$ cat src/rtl/seq_pkg.sv
package seq_pkg;

  localparam int OPC_W = 4;
  localparam int PSW_W = 7;

  // status word bit positions
  localparam int PSW_C   = 0;
  localparam int PSW_Z   = 1;
  localparam int PSW_S   = 2;
  localparam int PSW_V   = 3;
  localparam int PSW_E   = 4;
  localparam int PSW_IE  = 5;
  localparam int PSW_SUP = 6;

  localparam logic [OPC_W-1:0] OP_NOP   = 4'd0;
  localparam logic [OPC_W-1:0] OP_LOAD  = 4'd1;
  localparam logic [OPC_W-1:0] OP_STORE = 4'd2;
  localparam logic [OPC_W-1:0] OP_ADD   = 4'd3;
  localparam logic [OPC_W-1:0] OP_SUB   = 4'd4;
  localparam logic [OPC_W-1:0] OP_AND   = 4'd5;
  localparam logic [OPC_W-1:0] OP_JMP   = 4'd6;
  localparam logic [OPC_W-1:0] OP_JZ    = 4'd7;
  localparam logic [OPC_W-1:0] OP_RETI  = 4'd8;

  // upper two bits of the state form the subcycle code
  typedef enum logic [2:0] {
    ST_FETCH    = 3'd0,
    ST_FETCH_RD = 3'd1,
    ST_IND      = 3'd2,
    ST_IND_RD   = 3'd3,
    ST_EXEC     = 3'd4,
    ST_EXEC_MEM = 3'd5,
    ST_INTR     = 3'd6,
    ST_INTR_WR  = 3'd7
  } seqState_e;

  typedef enum logic [1:0] {MAR_KEEP, MAR_PC, MAR_FIELD, MAR_SAVE} marSel_e;
  typedef enum logic [1:0] {MBR_KEEP, MBR_RDATA, MBR_PC, MBR_ACC} mbrSel_e;
  typedef enum logic [2:0] {ALU_NONE, ALU_LOAD, ALU_ADD, ALU_SUB, ALU_AND} aluOp_e;

  typedef struct packed {
    marSel_e marSel;
    mbrSel_e mbrSel;
    logic    irLoad;
    logic    pcInc;
    logic    pcJump;
    logic    pcRestore;
    logic    pcHandler;
    aluOp_e  aluOp;
    logic    intEnter;
    logic    intLeave;
  } strobes_t;

  function automatic logic usesAddress(input logic [OPC_W-1:0] op);
    return (op >= OP_LOAD) && (op <= OP_JZ);
  endfunction

endpackage

$ cat src/rtl/seq_datapath.sv
module seq_datapath
  import seq_pkg::*;
#(
  parameter int ADDR_W = 11,
  parameter logic [ADDR_W-1:0] RESET_PC = '0,
  parameter logic [ADDR_W-1:0] SAVE_ADDR = '1,
  parameter logic [ADDR_W-1:0] HANDLER_ADDR = '0,
  localparam int DATA_W = ADDR_W + OPC_W + 1
) (
  input  logic              clk,
  input  logic              rstN,
  input  strobes_t          strb,
  input  logic [DATA_W-1:0] memRData,
  output logic [ADDR_W-1:0] marOut,
  output logic [DATA_W-1:0] mbrOut,
  output logic [OPC_W-1:0]  irOut,
  output logic [PSW_W-1:0]  pswOut
);

  localparam int MSB = DATA_W - 1;

  logic [ADDR_W-1:0] pc, mar;
  logic [DATA_W-1:0] mbr, acc;
  logic [OPC_W-1:0]  ir;
  logic [PSW_W-1:0]  psw;

  logic [DATA_W-1:0] opnd, aluRes;
  logic [DATA_W:0]   sumW, diffW;
  logic              cOut, vOut, flagWrite;

  assign opnd  = memRData;
  assign sumW  = {1'b0, acc} + {1'b0, opnd};
  assign diffW = {1'b0, acc} - {1'b0, opnd};

  always_comb begin
    aluRes    = acc;
    cOut      = 1'b0;
    vOut      = 1'b0;
    flagWrite = 1'b0;
    case (strb.aluOp)
      ALU_LOAD: aluRes = opnd;
      ALU_ADD: begin
        aluRes    = sumW[MSB:0];
        cOut      = sumW[DATA_W];
        vOut      = (acc[MSB] == opnd[MSB]) && (sumW[MSB] != acc[MSB]);
        flagWrite = 1'b1;
      end
      ALU_SUB: begin
        aluRes    = diffW[MSB:0];
        cOut      = diffW[DATA_W];
        vOut      = (acc[MSB] != opnd[MSB]) && (diffW[MSB] != acc[MSB]);
        flagWrite = 1'b1;
      end
      ALU_AND: begin
        aluRes    = acc & opnd;
        flagWrite = 1'b1;
      end
      default: aluRes = acc;
    endcase
  end

  always_ff @(posedge clk or negedge rstN) begin
    if (!rstN) begin
      pc  <= RESET_PC;
      mar <= '0;
      mbr <= '0;
      ir  <= '0;
      acc <= '0;
      psw <= PSW_W'(1) << PSW_IE;
    end else begin
      case (strb.marSel)
        MAR_PC:    mar <= pc;
        MAR_FIELD: mar <= mbr[ADDR_W-1:0];
        MAR_SAVE:  mar <= SAVE_ADDR;
        default:   mar <= mar;
      endcase

      case (strb.mbrSel)
        MBR_RDATA: mbr <= memRData;
        MBR_PC:    mbr <= DATA_W'(pc);
        MBR_ACC:   mbr <= acc;
        default:   mbr <= mbr;
      endcase

      if (strb.irLoad) ir <= memRData[MSB -: OPC_W];

      if (strb.pcHandler)      pc <= HANDLER_ADDR;
      else if (strb.pcRestore) pc <= memRData[ADDR_W-1:0];
      else if (strb.pcJump)    pc <= mbr[ADDR_W-1:0];
      else if (strb.pcInc)     pc <= pc + 1'b1;

      if (strb.aluOp != ALU_NONE) acc <= aluRes;

      if (flagWrite) begin
        psw[PSW_C] <= cOut;
        psw[PSW_Z] <= (aluRes == '0);
        psw[PSW_S] <= aluRes[MSB];
        psw[PSW_V] <= vOut;
        psw[PSW_E] <= (acc == opnd);
      end

      if (strb.intEnter) begin
        psw[PSW_IE]  <= 1'b0;
        psw[PSW_SUP] <= 1'b1;
      end else if (strb.intLeave) begin
        psw[PSW_IE]  <= 1'b1;
        psw[PSW_SUP] <= 1'b0;
      end
    end
  end

  assign marOut = mar;
  assign mbrOut = mbr;
  assign irOut  = ir;
  assign pswOut = psw;

endmodule

$ cat src/rtl/seq_control.sv
module seq_control
  import seq_pkg::*;
(
  input  logic             clk,
  input  logic             rstN,
  input  logic             memReady,
  input  logic             irqReq,
  input  logic [OPC_W:0]   fetchHdr,
  input  logic [OPC_W-1:0] irOpcode,
  input  logic             pswZero,
  input  logic             pswIe,
  output strobes_t         strb,
  output logic             memReq,
  output logic             memWe,
  output logic [1:0]       subcycle
);

  seqState_e state, nextState;
  logic [OPC_W-1:0] fetchOp;
  logic fetchInd, takeInt;

  assign fetchOp  = fetchHdr[OPC_W:1];
  assign fetchInd = fetchHdr[0];
  assign takeInt  = irqReq && pswIe;

  always_ff @(posedge clk or negedge rstN) begin
    if (!rstN) state <= ST_FETCH;
    else       state <= nextState;
  end

  always_comb begin
    strb      = '0;
    nextState = state;
    memReq    = 1'b0;
    memWe     = 1'b0;
    unique case (state)
      ST_FETCH: begin
        strb.marSel = MAR_PC;
        nextState   = ST_FETCH_RD;
      end
      ST_FETCH_RD: begin
        memReq = 1'b1;
        if (memReady) begin
          strb.mbrSel = MBR_RDATA;
          strb.irLoad = 1'b1;
          strb.pcInc  = 1'b1;
          nextState   = (fetchInd && usesAddress(fetchOp)) ? ST_IND : ST_EXEC;
        end
      end
      ST_IND: begin
        strb.marSel = MAR_FIELD;
        nextState   = ST_IND_RD;
      end
      ST_IND_RD: begin
        memReq = 1'b1;
        if (memReady) begin
          strb.mbrSel = MBR_RDATA;
          nextState   = ST_EXEC;
        end
      end
      ST_EXEC: begin
        case (irOpcode)
          OP_LOAD, OP_ADD, OP_SUB, OP_AND: begin
            strb.marSel = MAR_FIELD;
            nextState   = ST_EXEC_MEM;
          end
          OP_STORE: begin
            strb.marSel = MAR_FIELD;
            strb.mbrSel = MBR_ACC;
            nextState   = ST_EXEC_MEM;
          end
          OP_RETI: begin
            strb.marSel = MAR_SAVE;
            nextState   = ST_EXEC_MEM;
          end
          OP_JMP: begin
            strb.pcJump = 1'b1;
            nextState   = takeInt ? ST_INTR : ST_FETCH;
          end
          OP_JZ: begin
            strb.pcJump = pswZero;
            nextState   = takeInt ? ST_INTR : ST_FETCH;
          end
          default: nextState = takeInt ? ST_INTR : ST_FETCH;
        endcase
      end
      ST_EXEC_MEM: begin
        memReq = 1'b1;
        memWe  = (irOpcode == OP_STORE);
        if (memReady) begin
          case (irOpcode)
            OP_LOAD: strb.aluOp = ALU_LOAD;
            OP_ADD:  strb.aluOp = ALU_ADD;
            OP_SUB:  strb.aluOp = ALU_SUB;
            OP_AND:  strb.aluOp = ALU_AND;
            OP_RETI: begin
              strb.pcRestore = 1'b1;
              strb.intLeave  = 1'b1;
            end
            default: strb.aluOp = ALU_NONE;
          endcase
          nextState = takeInt ? ST_INTR : ST_FETCH;
        end
      end
      ST_INTR: begin
        strb.marSel = MAR_SAVE;
        strb.mbrSel = MBR_PC;
        nextState   = ST_INTR_WR;
      end
      ST_INTR_WR: begin
        memReq = 1'b1;
        memWe  = 1'b1;
        if (memReady) begin
          strb.pcHandler = 1'b1;
          strb.intEnter  = 1'b1;
          nextState      = ST_FETCH;
        end
      end
      default: nextState = ST_FETCH;
    endcase
  end

  assign subcycle = state[2:1];

endmodule

$ cat src/rtl/seq_core.sv
module seq_core
  import seq_pkg::*;
#(
  parameter int ADDR_W = 11,
  parameter logic [ADDR_W-1:0] RESET_PC = '0,
  parameter logic [ADDR_W-1:0] SAVE_ADDR = 11'h7F0,
  parameter logic [ADDR_W-1:0] HANDLER_ADDR = 11'h040,
  localparam int DATA_W = ADDR_W + OPC_W + 1
) (
  input  logic              clk,
  input  logic              rstN,
  input  logic              irqReq,
  input  logic              memReady,
  input  logic [DATA_W-1:0] memRData,
  output logic              memReq,
  output logic              memWe,
  output logic [ADDR_W-1:0] memAddr,
  output logic [DATA_W-1:0] memWData,
  output logic [1:0]        subcycle,
  output logic [PSW_W-1:0]  psw
);

  strobes_t strb;
  logic [OPC_W-1:0] irOpcode;

  seq_control u_ctrl (
    .clk      (clk),
    .rstN     (rstN),
    .memReady (memReady),
    .irqReq   (irqReq),
    .fetchHdr (memRData[DATA_W-1:ADDR_W]),
    .irOpcode (irOpcode),
    .pswZero  (psw[PSW_Z]),
    .pswIe    (psw[PSW_IE]),
    .strb     (strb),
    .memReq   (memReq),
    .memWe    (memWe),
    .subcycle (subcycle)
  );

  seq_datapath #(
    .ADDR_W       (ADDR_W),
    .RESET_PC     (RESET_PC),
    .SAVE_ADDR    (SAVE_ADDR),
    .HANDLER_ADDR (HANDLER_ADDR)
  ) u_dp (
    .clk      (clk),
    .rstN     (rstN),
    .strb     (strb),
    .memRData (memRData),
    .marOut   (memAddr),
    .mbrOut   (memWData),
    .irOut    (irOpcode),
    .pswOut   (psw)
  );

endmodule

$ cat config.mk
export PLATFORM = sky130hd
export DESIGN_NAME = seq_core
export DESIGN_NICKNAME = d
export VERILOG_FILES = /design/src/rtl/seq_pkg.sv /design/src/rtl/seq_datapath.sv /design/src/rtl/seq_control.sv /design/src/rtl/seq_core.sv
export SDC_FILE = /design/constraint.sdc
export NUM_CORES = 1
export LEC_CHECK = 0
export BUFFER_PORTS_ARGS = -buffer_cell sky130_fd_sc_hd__buf_4
export CELL_PAD_IN_SITES_DETAIL_PLACEMENT = 0
export CELL_PAD_IN_SITES_GLOBAL_PLACEMENT = 2
export CORE_MARGIN = 3
export CORE_UTILIZATION = 38
export CTS_BUF_LIST = sky130_fd_sc_hd__clkbuf_16
export DETAILED_ROUTE_END_ITERATION = 10
export PLACE_DENSITY_LB_ADDON = 0.1
export SETUP_SLACK_MARGIN = 0.1
export SLEW_MARGIN = 20
export SYNTH_ARGS = -nofsm -noshare
export SYNTH_HDL_FRONTEND = slang
export SYNTH_SLANG_ARGS = --single-unit
$ cat constraint.sdc
create_clock -name clk -period 6.6 [get_ports clk]
set_clock_uncertainty 0.1 [all_clocks]
set_input_delay 0.99 -clock clk [delete_from_list [all_inputs] [get_ports clk]]
set_output_delay 0.99 -clock clk [all_outputs]
set_load 0.005 [all_outputs]
---- Word-level counts from Yosys, hierarchy flattened ----
Cells that the tools add are included.
storage, ports and cells
  bits in registers ....................... 68
  logic and storage cells ................. 104
operators by class
  add/sub/neg operators ................... 3
  $lt $le $gt $ge ......................... 2
  equal/unequal tests ..................... 34
  mux-type cells .......................... 39
  bitwise operators ....................... 1
  reductions and logical operators ........ 17
operator list
  operator                 number
  $pmux W16 S4             1
  $pmux W16 S3             1
  $mux W11                 4
  $pmux W11 S3             1
  $mux W3                  10
  $pmux W3 S8              1
  $add A16 B16 Y17         1
  $sub A16 B16 Y17         1
  $and A16 B16 Y16         1
  $eq A16 B16 Y1           1
  $eq A4 B3 Y1 const B     4
  $logic_not A16 Y1        1
  $pmux W2 S4              2
  $eq A3 B3 Y1 const B     5
  $eq A3 B2 Y1 const B     4
  $pmux W3 S4              1
  $add A11 B1 Y11 const B  1
  $mux W1                  9
  $reduce_bool A3 Y1       3
  $eq A2 B2 Y1 const B     4
  $eq A4 B2 Y1 const B     2
  $mux W2                  4
  $ne A2 B2 Y1 const B     4
  $pmux W1 S2              4
  other kinds (18)         26

---- Longest topological paths before layout ----
Gate-level depths: netlist of the first run.
  depth in word-level cells ............... 7
  depth in mapped cells ................... 13
  gate-level depth less buffers ........... 13

---- By module ----
A second synthesis of the first run with hierarchy kept.
second synthesis, totals
  cells, all modules ...................... 696
  area total of the unflattened synthesis .. 6042.0 sq um
modules (own cells, without submodules)
  module        times used  cells each  area each (sq um)
  seq_datapath  1           625         5524.0
  seq_control   1           71          518.0

---- Worst setup path before layout of the first run ----
Ideal clock, no wire load.
  kind .................................... input to register
  start ................................... in memRData[4]
  end ..................................... reg u_dp.psw[1] (netlist: u_dp.pswOut[1])
  library setup time ...................... 0.122 ns
  arrival time ............................ 3.351 ns
  slack ................................... 3.027 ns
  stages .................................. 13
  cells stage by stage .................... inv_1 > ha_1 > clkbuf_1 > a21o_1 > a31o_2 > o21ba_2 > o41ai_1 > o311ai_0 > or3_1 > nand3_1 > a21oi_1 > nand4_1 > o21ai_1
on the way
  word-level cells in the longest chain between the ends .. 3
  elaborated cells on any way between the ends .. 5
  those cells by class .................... add/sub (2); mux (1); bitwise (1); reduce/logical (1)
RTL lines
  what                                      RTL line            RTL
  start, declared                           seq_core.sv:14      input logic [DATA_W-1:0] memRData,
  $sub A16 B16 Y17 (tied with other cells)  seq_datapath.sv:33  assign diffW = {1'b0, acc} - {1'b0, opnd};
  $pmux W16 S4 *                            seq_datapath.sv:40  case (strb.aluOp)
  $logic_not A16 Y1 *                       seq_datapath.sv:96  psw[PSW_Z] <= (aluRes == '0);
  end signal, assigned by index             seq_datapath.sv:96
  end signal, assigned by index             seq_datapath.sv:97  psw[PSW_S] <= aluRes[MSB];
  end signal, assigned by index             seq_datapath.sv:98  psw[PSW_V] <= vOut;
  end, declared                             seq_datapath.sv:25  logic [PSW_W-1:0] psw;
Every way passes the cells marked *; elsewhere a longest branch is shown, timed or not.
A chain may end at the register's enable or synchronous reset.

---- Worst setup path in the final report of the first run ----
  start ................................... reg u_dp.ir[2] (netlist: u_dp.irOut[2])
  end ..................................... reg u_dp.psw[1] (netlist: u_dp.pswOut[1])
on the way
  word-level cells in the longest chain between the ends .. 7
  elaborated cells on any way between the ends .. 15
  those cells by class .................... eq/ne (8); mux (5); reduce/logical (2)
RTL lines
  what                                                     RTL line                                RTL
  start, declared                                          seq_datapath.sv:24                      logic [OPC_W-1:0] ir;
  start signal, assigned                                   seq_datapath.sv:85                      if (strb.irLoad) ir <= memRData[MSB -: OPC_W];
  $eq A4 B3 Y1 (tied with other cells)                     seq_control.sv:91                       case (irOpcode)
  $pmux W3 S4 *                                            seq_control.sv:91
  $mux W3 *                                                seq_control.sv:90                       if (memReady) begin
  $mux W3 *                                                seq_control.sv:36                       unique case (state)
  $eq A3 B3 Y1 (tied with other cells)                     seq_datapath.sv:40
  $pmux W16 S4 / $reduce_or A3 Y1 (equally long branches)  n/a
  $logic_not A16 Y1 / $mux W1 (equally long branches)      seq_datapath.sv:96, seq_datapath.sv:40
Marked as above.

==> metrics.json, run 1 <==
{
  "clock_tree.htree_level_count": 3,
  "routed_wirelength_um": 19350,
  "vias": 5493,
  "hold_path_class": "flop to flop",
  "drt_pre_antenna_iters": 5,
  "timing.critical_path.arrival_ns": 4.15,
  "worstSkewPairLatency_ns": 0.35,
  "worstPathCellList": "nor2_1, a2111o_1, a221o_1, a31oi_1, o2111ai_1, a211o_1, a2111o_1, a2111oi_2, nand4_1, o21ai_1",
  "met2_length_um": 9059,
  "cell_mode_on_critical_path": "sky130_fd_sc_hd__a2111o_1",
  "setup_repair_after_global_routing_missed_its_margin": "no",
  "fin_crit_ns": 3.980,
  "floorplan.initialDensity_pct": 39.42,
  "setup.worst_path.end_class": "flop",
  "dpl_cell_area_um2": 6035,
  "drtIter0Drc": 581,
  "ctsResizeCount": 0,
  "synth_nets": 757,
  "number_of_antenna_violations_at_the_first_check_in_global_routing": 1,
  "setup_viol": 0,
  "port_buffers": 57,
  "grt_first_pass_wirelength_um": 30300,
  "route.layer.met1.wl_um": 8408,
  "max-vdd-ir-drop_uv": 137.5,
  "detailedPlace.worstSlack_ns": 2.366,
  "setup-tns-final_ns": 0,
  "synth_edf_count": 0,
  "critical_path_class": "flop to flop",
  "grt_max_degree": 69,
  "synth_cell_types": 66,
  "cp.required_ns": 6.77,
  "postSynth.topFlopCell": "sky130_fd_sc_hd__dfrtp_1",
  "syn_area_per_cell_um2": 7.896,
  "clock_sinks": 68,
  "final.period_utilization_pct": 60.30,
  "slew_headroom_pct": 27.96,
  "synth-seq-cells": 68,
  "seq_area_frac_synth_pct": 30.76,
  "leakage_nw": 2.794,
  "achievable-frequency_mhz": 251.3,
  "post_drt_via_cell_ratio": 6.016,
  "grt_overflow_total": 0,
  "grt_use_total_pct": 24.17,
  "highest_layer": "met5",
  "gp_routability_congestion": 0.8892,
  "tritoncts": "done",
  "grt_pass1_vias": 5267,
  "clock_tree.buffer_depth": 2,
  "drt_drc_violations_left": 0,
  "setup_ws_ns": 2.620,
  "clock-root-buffer": "sky130_fd_sc_hd__clkbuf_16",
  "cp_slowest_cell": "sky130_fd_sc_hd__dfrtp_1",
  "async_flop_share_pct": 100.0,
  "outcome": "finished clean",
  "drive_above_1_share_pct": 12.41,
  "transition_time_at_the_pin_with_the_least_slew_margin_ns": 1.081,
  "syn_area_um2": 5535,
  "hold_viol": 0,
  "dp_hpwl_um": 14150,
  "power.density_cell_area_nw_per_um2": 479.9,
  "met3RoutedLength_um": 1458,
  "postLayoutCoreUtil_pct": 45.39,
  "mostFrequentLayoutCell": "sky130_fd_sc_hd__nor2_1",
  "holdBufCountCts": 0,
  "die_area_um2": 16050,
  "final_cell_mix": "sky130_fd_sc_hd__nor2_1 (79), sky130_fd_sc_hd__nand2_1 (75), sky130_fd_sc_hd__dfrtp_1 (67)",
  "yosys_warnings": 0,
  "timing.max_cap.violations": 0,
  "cts_buffers": 9,
  "finalHoldWorstSlack_ns": 0.3761,
  "core_region_area_um2": 14040,
  "fin_nets": 785,
  "start_kind": "flop",
  "place_inst": 898,
  "die-width_um": 126.7,
  "slew_viol_final": 0,
  "netlist_instances": 701,
  "syn2layout_area_growth_pct": 15.14,
  "antenna_violating_nets_post_route": 0,
  "cts_post_setup_buffers_inserted": 0,
  "clkTransAtPathRegs_ns": 0.06,
  "cp_max_fo": 22,
  "boundaryPins": 58,
  "wl_per_cell_um": 21.19,
  "vertical_die_dimension_um": 126.7,
  "final_design_area_no_fill_um2": 6374,
  "diodes": 0,
  "post_layout_nonfiller_instances": 913,
  "core.rowCount": 43,
  "power.total_mw": 3.059,
  "critical-path-max-stage-delay_ns": 0.87
}
==> per-layer routing <==
| metal | track usage (%) | up-vias |
|---|---|---|
| met5 | 0 | - |
| met4 | 7.571 | 2 |
| met3 | 5.137 | 35 |
| met2 | 39.13 | 225 |
| met1 | 32.39 | 2615 |
| li1 | - | 2616 |
==> cell usage after synthesis, types with 6 or more instances <==
library cell                n  area [µm²]
sky130_fd_sc_hd__inv_1     43       161.4
sky130_fd_sc_hd__ha_1      34       425.4
sky130_fd_sc_hd__nor2b_1   10       62.56
sky130_fd_sc_hd__o22ai_1    8       50.05
sky130_fd_sc_hd__and3_1     6       37.54
sky130_fd_sc_hd__mux2i_1    8       80.08
sky130_fd_sc_hd__a21oi_1   54       270.3
sky130_fd_sc_hd__nor4_1     6       37.54
sky130_fd_sc_hd__dfrtp_1   67        1677
sky130_fd_sc_hd__xor2_1     8       70.07
sky130_fd_sc_hd__clkbuf_1  35       131.4
sky130_fd_sc_hd__a221o_1    8       80.08
sky130_fd_sc_hd__a211oi_1  14       105.1
sky130_fd_sc_hd__o21ai_0   46       230.2
sky130_fd_sc_hd__a22oi_1   19       142.6
sky130_fd_sc_hd__nand3_1   15       75.07
sky130_fd_sc_hd__a31oi_1   16       100.1
sky130_fd_sc_hd__xnor2_1   10       87.58
sky130_fd_sc_hd__nand2b_1  10       62.56
sky130_fd_sc_hd__nor3_1    19       95.09
sky130_fd_sc_hd__nor2_1    79       296.5
sky130_fd_sc_hd__nand2_1   75       281.5
==> worst max-delay path: cells and delay by family, from the launching register on <==
family / cells / cell delay [ns]
AOI/OAI and AO/OA: 8 / 2.51
DFF: 1 / 0.87
and+or+nand+nor: 2 / 0.42
==> power by group <==
part	total, mW	internal [mW]	leakage, nW	switching [mW]
registers	0.901	0.601	0.827	0.300
logic	1.59	0.662	1.81	0.925
clock network	0.572	0.368	0.158	0.204
total	3.06	1.63	2.79	1.43
==> kinds of logic (layout without fill, tap and decap cells) <==
logic type / Yosys count / count (layout) / share of synthesized area [%]
muxes: 10 / 10 / 1.854
adders and majority gates: 36 / 36 / 8.409
buffers and inverters: 89 / 121 / 6.623
and+or+nand+nor: 243 / 243 / 20.48
AOI/OAI and AO/OA: 237 / 237 / 29.02
DFF: 68 / 68 / 30.76
xor gates and xnor gates: 18 / 18 / 2.848
==> path summary, 6_finish.rpt <==
path | depth (start not counted) | slack (ns) | end | from
min in group asynchronous | 1 | 0.68 | u_dp.pswOut[6] | rstN
worst min-delay path | 2 | 0.38 | u_dp.marOut[9] | u_dp.marOut[9]
worst max-delay path | 10 | 2.62 | u_dp.pswOut[1] | u_dp.irOut[2]
max in group asynchronous | 1 | 5.07 | u_dp.acc[11] | rstN
worst max register to register | 10 | 2.62 | u_dp.pswOut[1] | u_dp.irOut[2]
worst min register to register | 2 | 0.38 | u_dp.marOut[9] | u_dp.marOut[9]
==> flip-flops by register name, summed over array words and instances (netlist names) <==
| register | count |
|---|---|
| u_dp.irOut | 4 |
| u_dp.pc | 11 |
| u_dp.acc | 16 |
| u_dp.mbrOut | 16 |
| u_ctrl.state | 3 |
| u_dp.marOut | 11 |
| u_dp.pswOut | 7 |
==> cell type report <==
cell class / count / area, µm²
Tap cell: 180 / 225.2
Fill cell: 1426 / 7669
Clock buffer: 9 / 225.2
Sequential cell: 68 / 1703
Inverter: 43 / 161.4
Clock inverter: 6 / 113.9
Multi-Input combinational cell: 544 / 3472
Timing Repair Buffer: 63 / 473.0
Power figures use the tool's default switching activity.
==> run 2: changes to the inputs <==
--- a/config.mk
+++ b/config.mk
@@ -5,11 +5,12 @@
 export SDC_FILE = /design/constraint.sdc
 export NUM_CORES = 1
 export LEC_CHECK = 0
+export ABC_AREA = 1
 export BUFFER_PORTS_ARGS = -buffer_cell sky130_fd_sc_hd__buf_4
 export CELL_PAD_IN_SITES_DETAIL_PLACEMENT = 0
 export CELL_PAD_IN_SITES_GLOBAL_PLACEMENT = 2
 export CORE_MARGIN = 3
-export CORE_UTILIZATION = 38
+export CORE_UTILIZATION = 33
 export CTS_BUF_LIST = sky130_fd_sc_hd__clkbuf_16
 export DETAILED_ROUTE_END_ITERATION = 10
 export PLACE_DENSITY_LB_ADDON = 0.1
==> constraint.sdc (replaced) <==
create_clock -name clk -period 4 [get_ports clk]
set_clock_uncertainty 0.1 [all_clocks]
set_input_delay 0.6 -clock clk [delete_from_list [all_inputs] [get_ports clk]]
set_output_delay 0.6 -clock clk [all_outputs]
set_load 0.005 [all_outputs]
==> run 2 against run 1 <==
Against the previous run: die area up 23%; sequential power up 48%; final cell count up 32%; sequential share of layout area down 2.0 points; register-to-register slack worse by 1.3 ns; design area up 8.2%; utilization down 6.1 points; non-clock buffer count unchanged; first-iteration DRC count down 30%; worst setup slack worse by 1.3 ns; maximum frequency up 46%; largest power group unchanged.
==> metrics.json, run 2 <==
{
  "dp_hpwl_um": 17530,
  "yosys_warnings": 0,
  "synth_top_area_cell": "sky130_fd_sc_hd__dfrtp_1",
  "power.sequential.fraction_pct": 25.8,
  "worstPathCellList": "nor2_1, nand2_2, nor2_4, nor2_2, inv_1, nor2_1, buf_4, inv_2, o21ai_0, a211oi_1, a21oi_1",
  "power.density_cell_area_nw_per_um2": 748.0,
  "cp_slowest_cell": "sky130_fd_sc_hd__dfrtp_1",
  "synth.most_common_cell": "sky130_fd_sc_hd__nand2_1",
  "achievable-frequency_mhz": 367.4,
  "transition_time_at_the_pin_with_the_least_slew_margin_ns": 0.9368,
  "clock_tree.htree_level_count": 3,
  "cp_top_family": "simple AND/OR/NAND/NOR gates",
  "drt_pre_antenna_iters": 7,
  "clkTransAtPathRegs_ns": 0.06,
  "hold_path_class": "primary input to async pin",
  "post_drt_via_cell_ratio": 5.009,
  "grt_pass1_vias": 5736,
  "drtIter0Drc": 408,
  "synth_edf_count": 0,
  "setup-tns-final_ns": 0,
  "number_of_antenna_violations_at_the_first_check_in_global_routing": 0,
  "yosysTopAreaCellShare_pct": 28.00,
  "drt_drc_violations_left": 0,
  "leakage_nw": 3.689,
  "final_cell_mix": "sky130_fd_sc_hd__nand2_1 (268), sky130_fd_sc_hd__inv_1 (146), sky130_fd_sc_hd__nor2_1 (90)",
  "core_region_area_um2": 17540,
  "p_int_mw": 2.612,
  "grt_use_total_pct": 22.05,
  "worst_case_reg_to_reg_path_depth": 11,
  "ys_top_cells_by_count": "sky130_fd_sc_hd__nand2_1 (268), sky130_fd_sc_hd__inv_1 (146), sky130_fd_sc_hd__nor2_1 (90)",
  "vertical_die_dimension_um": 140.7,
  "start_kind": "flop",
  "antenna_violating_nets_post_route": 0,
  "slew_headroom_pct": 37.55,
  "nFillCells": 1914,
  "ctsResizeCount": 0,
  "syn2layout_area_growth_pct": 15.13,
  "floorplan.initialDensity_pct": 34.15,
  "drive_above_1_share_pct": 11.69,
  "timing.max_cap.violations": 0,
  "postSynth.topFlopCell": "sky130_fd_sc_hd__dfrtp_1",
  "grt_max_degree": 69,
  "final.period_utilization_pct": 68.04,
  "share_comb_of_total_power_pct": 57.5,
  "cell_mode_on_critical_path": "sky130_fd_sc_hd__nor2_1",
  "syn_area_um2": 5988,
  "grt_overflow_total": 0,
  "hold_viol": 0,
  "clock_tree.buffer_depth": 2,
  "die-width_um": 140.7,
  "timing.critical_path.arrival_ns": 2.82,
  "holdBufCountCts": 0,
  "reg2reg_slack_ns": 1.28,
  "cts_buffers": 9,
  "die_area_um2": 19800,
  "worstSkewPairLatency_ns": 0.33,
  "finalHoldWorstSlack_ns": 0.2986,
  "grt_first_pass_wirelength_um": 34000,
  "setup.worst_path.end_class": "flop",
  "fin_nets": 1035,
  "syn_area_per_cell_um2": 6.432,
  "seq_area_frac_synth_pct": 28.44,
  "synth_nets": 987,
  "critical-path-max-stage-delay_ns": 0.51,
  "cp.required_ns": 4.10,
  "cp_max_fo": 20,
  "fin_crit_ns": 2.722,
  "clock_sinks": 68,
  "timing.rr.end": "u_dp.mbrOut[7]",
  "slew_viol_final": 0,
  "tritoncts": "done",
  "critical_path_class": "flop to flop",
  "gp_routability_congestion": 0.8572,
  "postLayoutCoreUtil_pct": 39.31,
  "worstReg2RegStart": "u_ctrl.state[0]",
  "setup_repair_after_global_routing_missed_its_margin": "no",
  "routed_wirelength_um": 21920,
  "diodes": 0,
  "core.rowCount": 48,
  "timing.critical_path.buf_inv": 3,
  "wl_per_cell_um": 18.13,
  "boundaryPins": 58,
  "power_switching_mw": 2.545,
  "max-vdd-ir-drop_uv": 355.0,
  "outcome": "finished clean",
  "synth_cell_types": 46,
  "vias": 6056,
  "clkPwrFrac_pct": 16.7,
  "mostFrequentLayoutCell": "sky130_fd_sc_hd__nand2_1",
  "setup_viol": 0,
  "cts_post_setup_buffers_inserted": 0,
  "swShare_pct": 49.35,
  "netlist_instances": 931,
  "synth-seq-cells": 68,
  "yosys-top-cells-area": "sky130_fd_sc_hd__dfrtp_1 (28%), sky130_fd_sc_hd__nand2_1 (17%), sky130_fd_sc_hd__inv_1 (9.2%)",
  "port_buffers": 57,
  "clock-root-buffer": "sky130_fd_sc_hd__clkbuf_16",
  "async_flop_share_pct": 100.0
}
==> run 2: cell count changes in the layout (fill, tap and decap cells not counted), sizes merged, moves of 10 or more <==
cell    previous run  this run
nor2b             10         0
nand3             15        81
nand2             75       277
o22ai              8        26
a211oi            14         2
o21ai             48        63
a22oi             19         0
a31oi             16         0
nand2b            10         0
inv               43       154
nor2              79        98
==> run 2: logic make-up after synthesis <==
group / synth area share [%]
DFF: 28.44
AOI/OAI and AO/OA: 15.46
and+or+nand+nor: 34.16
xor gates and xnor gates: 1.755
buffers and inverters: 12.41
adders and majority gates: 7.773
==> run 2: worst max-delay path by stage <==
| stage | start | end | slack, ns | depth (start not counted) |
|---|---|---|---|---|
| after floorplan | memRData[0] | u_dp.pswOut[1] | 1.67 | 17 |
| after CTS | u_ctrl.state[0] | u_dp.mbrOut[7] | 1.25 | 11 |
| after detailed placement | memRData[6] | u_dp.pswOut[1] | 1.09 | 16 |
| after global routing | u_ctrl.state[0] | u_dp.mbrOut[7] | 1.05 | 11 |
| after global placement | memRData[6] | u_dp.pswOut[1] | 1.09 | 17 |
| final | u_ctrl.state[0] | u_dp.mbrOut[7] | 1.28 | 11 |
==> run 2: layout make-up <==
| cell class | instances | area (µm²) | area share [%] |
|---|---|---|---|
| timing repair buffer | 63 | 473.0 | 6.860 |
| tap | 225 | 281.5 | 4.083 |
| sequential | 68 | 1703 | 24.70 |
| inverter | 154 | 578.1 | 8.385 |
| clock inverter | 7 | 91.34 | 1.325 |
| multi-input combinational | 683 | 3542 | 51.38 |
| clock buffer | 9 | 225.2 | 3.267 |
==> run 2: worst register-to-register path, stage by stage (launching register included) <==
cell and delay (ns):
sky130_fd_sc_hd__dfrtp_1 0.51, sky130_fd_sc_hd__nor2_1 0.20, sky130_fd_sc_hd__nand2_2 0.14, sky130_fd_sc_hd__nor2_4 0.28, sky130_fd_sc_hd__nor2_2 0.16, sky130_fd_sc_hd__inv_1 0.31, sky130_fd_sc_hd__nor2_1 0.07, sky130_fd_sc_hd__buf_4 0.22
sky130_fd_sc_hd__inv_2 0.19, sky130_fd_sc_hd__o21ai_0 0.12, sky130_fd_sc_hd__a211oi_1 0.23, sky130_fd_sc_hd__a21oi_1 0.07
==> run 2: layer usage <==
layer	up-vias	part of all wire (%)	global-route usage, %
li1	3090	-	-
met2	118	47	36.47
met5	-	0	0
met4	0	1.1	4.131
met3	15	3.8	2.137
met1	2833	48	31.59
==> run 2: stage by stage <==
step	total power, mW	std cells	worst slack (ns)	area (µm²)
floorplan	3.303	931	1.668	5988
global placement	4.325	1193	1.089	6578
detailed placement	4.302	1193	1.088	6578
CTS	5.181	1209	1.248	6894
global route	5.648	1209	1.049	6894
finish	5.157	1209	1.278	6894
==> run 2: power groups by stage <==
stage / registers (mW) / logic (mW) / clock network (mW)
global placement: 1.33 / 2.99 / 0
detailed placement: 1.34 / 2.97 / 0
global route: 1.38 / 3.37 / 0.902
floorplan: 1.24 / 2.07 / 0
finish: 1.33 / 2.96 / 0.861
CTS: 1.33 / 2.98 / 0.875
==> run 3: changes to the inputs <==
==> constraint.sdc (replaced) <==
create_clock -name clk -period 2.6 [get_ports clk]
set_clock_uncertainty 0.1 [all_clocks]
set_input_delay 0.39 -clock clk [delete_from_list [all_inputs] [get_ports clk]]
set_output_delay 0.39 -clock clk [all_outputs]
set_load 0.005 [all_outputs]
==> run 3 against run 2 <==
Against the previous run: design area up 13%; critical path depth increased by 4; count of clock-buffer cells in the layout unchanged; largest cell class unchanged; sequential power increased by 52%; wire length grew 1.6%; critical endpoint is now u_dp.pswOut[1]; utilization increased by 5.3 points.
==> metrics.json, run 3 (synthesis results as in run 2) <==
{
  "slew_headroom_pct": 70.36,
  "routed_wirelength_um": 22270,
  "setup_repair_after_global_routing_missed_its_margin": "no",
  "gp_routability_congestion": 0.8860,
  "multiInputGateArea_um2": 3795,
  "number_of_antenna_violations_at_the_first_check_in_global_routing": 0,
  "fin_nets": 1121,
  "leakage_nw": 4.098,
  "p_int_mw": 4.744,
  "final_design_area_no_fill_um2": 7815,
  "tritoncts": "done",
  "critical_path_class": "flop to flop",
  "slew_viol_final": 0,
  "timing.rr.end": "u_dp.pswOut[1]",
  "start_kind": "flop",
  "dpl_cell_area_um2": 7168,
  "vias": 6286,
  "drt_pre_antenna_iters": 5,
  "max-vdd-ir-drop_uv": 475.2,
  "share_comb_of_total_power_pct": 62.3,
  "worstReg2RegStart": "u_ctrl.state[1]",
  "boundaryPins": 58,
  "grt_first_pass_wirelength_um": 35080,
  "power.density_cell_area_nw_per_um2": 1134,
  "clkPwrFrac_pct": 14.9,
  "dp_hpwl_um": 18310,
  "cp.required_ns": 2.77,
  "post_drt_via_cell_ratio": 4.854,
  "drtIter0Drc": 436,
  "grt_use_total_pct": 22.63,
  "fin_crit_ns": 2.346,
  "clock-root-buffer": "sky130_fd_sc_hd__clkbuf_16",
  "cp_max_fo": 11,
  "worst_hold_startpoint": "memRData[13]",
  "floorplan.initialDensity_pct": 34.15,
  "final.period_utilization_pct": 90.24,
  "clkTransAtPathRegs_ns": 0.06,
  "whs_endpoint": "u_dp.irOut[1]",
  "port_buffers": 57,
  "drive_above_1_share_pct": 23.08,
  "hold_viol": 0,
  "core.rowCount": 48,
  "worst_case_reg_to_reg_path_depth": 15,
  "regArea_um2": 1707,
  "timing.max_cap.violations": 0,
  "power.total_mw": 8.864,
  "diodes": 0,
  "setup_viol": 0,
  "outcome": "finished clean",
  "transition_time_at_the_pin_with_the_least_slew_margin_ns": 0.4413,
  "power_switching_mw": 4.120,
  "antenna_violating_nets_post_route": 0,
  "nFillCells": 1881,
  "place_inst": 1270,
  "grt_overflow_total": 0,
  "clock_tree.buffer_depth": 2,
  "swShare_pct": 46.48,
  "core_region_area_um2": 17540,
  "vertical_die_dimension_um": 140.7,
  "die-width_um": 140.7,
  "power.sequential.fraction_pct": 22.7,
  "post_layout_nonfiller_instances": 1295,
  "mostFrequentLayoutCell": "sky130_fd_sc_hd__nand2_1",
  "holdPathStages": 3,
  "setup.worst_path.end_class": "flop",
  "drt_drc_violations_left": 0,
  "final_cell_mix": "sky130_fd_sc_hd__nand2_1 (256), sky130_fd_sc_hd__buf_4 (146), sky130_fd_sc_hd__inv_1 (144)",
  "wl_per_cell_um": 17.20,
  "hold_path_class": "primary input to flop",
  "postLayoutCoreUtil_pct": 44.56,
  "cts_buffers": 9,
  "grt_max_degree": 30,
  "grt_pass1_vias": 6206,
  "syn2layout_area_growth_pct": 30.51,
  "clock_sinks": 68,
  "reg2reg_slack_ns": 0.25,
  "timing.critical_path.arrival_ns": 2.52,
  "clock_tree.htree_level_count": 3,
  "achievable-frequency_mhz": 426.2,
  "die_area_um2": 19800,
  "worstSkewPairLatency_ns": 0.34
}
## run 3: timing repair
item / CTS / global route
endpoints found under the hold margin: 25 / 0
buffers inserted: 0 / 8
hold buffers: 1 / 0
pin swaps: 0 / 7
setup endpoints to repair: 1 / 3
gates resized for setup: 3 / 56
## run 3: worst max path at each step
| stage | start | endpoint | slack [ns] | depth (start not counted) |
|---|---|---|---|---|
| after global routing | u_dp.acc[0] | u_dp.pswOut[1] | 0.09 | 14 |
| final | u_ctrl.state[1] | u_dp.pswOut[1] | 0.25 | 15 |
| after CTS | u_dp.acc[0] | u_dp.pswOut[1] | 0.13 | 18 |
| after detailed placement | memRData[0] | u_dp.pswOut[1] | -0.005 | 18 |
| after global placement | memRData[10] | u_dp.pswOut[1] | -0.006 | 18 |
| after floorplan | memRData[0] | u_dp.pswOut[1] | 0.48 | 17 |
## run 3: per-stage QoR
stage	worst slack, ns	TNS, ns	hold slack, ns
2_1_floorplan	0.4782	0	-0.005591
3_3_place_gp	-0.005980	-0.005980	0.2528
3_5_place_dp	-0.005288	-0.005288	0.2593
4_1_cts	0.1252	0	0.2428
5_1_grt	0.08807	0	0.2501
6_report	0.2537	0	0.2551
## run 3: layout make-up
cell class / count / area share, %
Clock buffer: 9 / 2.882
Clock inverter: 7 / 1.169
Inverter: 154 / 7.397
Multi-Input combinational cell: 683 / 48.56
Sequential cell: 68 / 21.84
Tap cell: 225 / 3.602
Timing Repair Buffer: 149 / 14.55
## run 3: layer usage
layer	wire length [µm]	up-vias	track usage [%]	part of all wire, %
met5	0	-	0	0
met2	10000	146	35.91	45
met3	913	25	1.798	4.1
li1	-	3256	-	-
met1	10680	2859	32.33	48
met4	679	0	8.108	3.0
## run 3: critical path: stages, from the launching register on
cell and delay (ns):
sky130_fd_sc_hd__dfrtp_1 0.43, sky130_fd_sc_hd__inv_2 0.10, sky130_fd_sc_hd__nand3_4 0.12, sky130_fd_sc_hd__nor2_8 0.17
sky130_fd_sc_hd__nand2_4 0.15, sky130_fd_sc_hd__nand2_1 0.10, sky130_fd_sc_hd__nor2_1 0.04, sky130_fd_sc_hd__buf_4 0.16
sky130_fd_sc_hd__buf_4 0.17, sky130_fd_sc_hd__nor3_4 0.20, sky130_fd_sc_hd__nand3_1 0.10, sky130_fd_sc_hd__nand2_1 0.11
sky130_fd_sc_hd__nand2_1 0.06, sky130_fd_sc_hd__nor2_1 0.13, sky130_fd_sc_hd__nand3_1 0.08, sky130_fd_sc_hd__nand2_1 0.06
## run 3: power by group through the flow
stage | Combinational, mW | Clock [mW] | Sequential [mW]
after floorplan | 3.18 | 0 | 1.90
after global placement | 5.18 | 0 | 1.98
after detailed placement | 5.12 | 0 | 1.98
after CTS | 5.16 | 1.35 | 1.97
after global routing | 6.24 | 1.39 | 2.09
final | 5.53 | 1.32 | 2.02
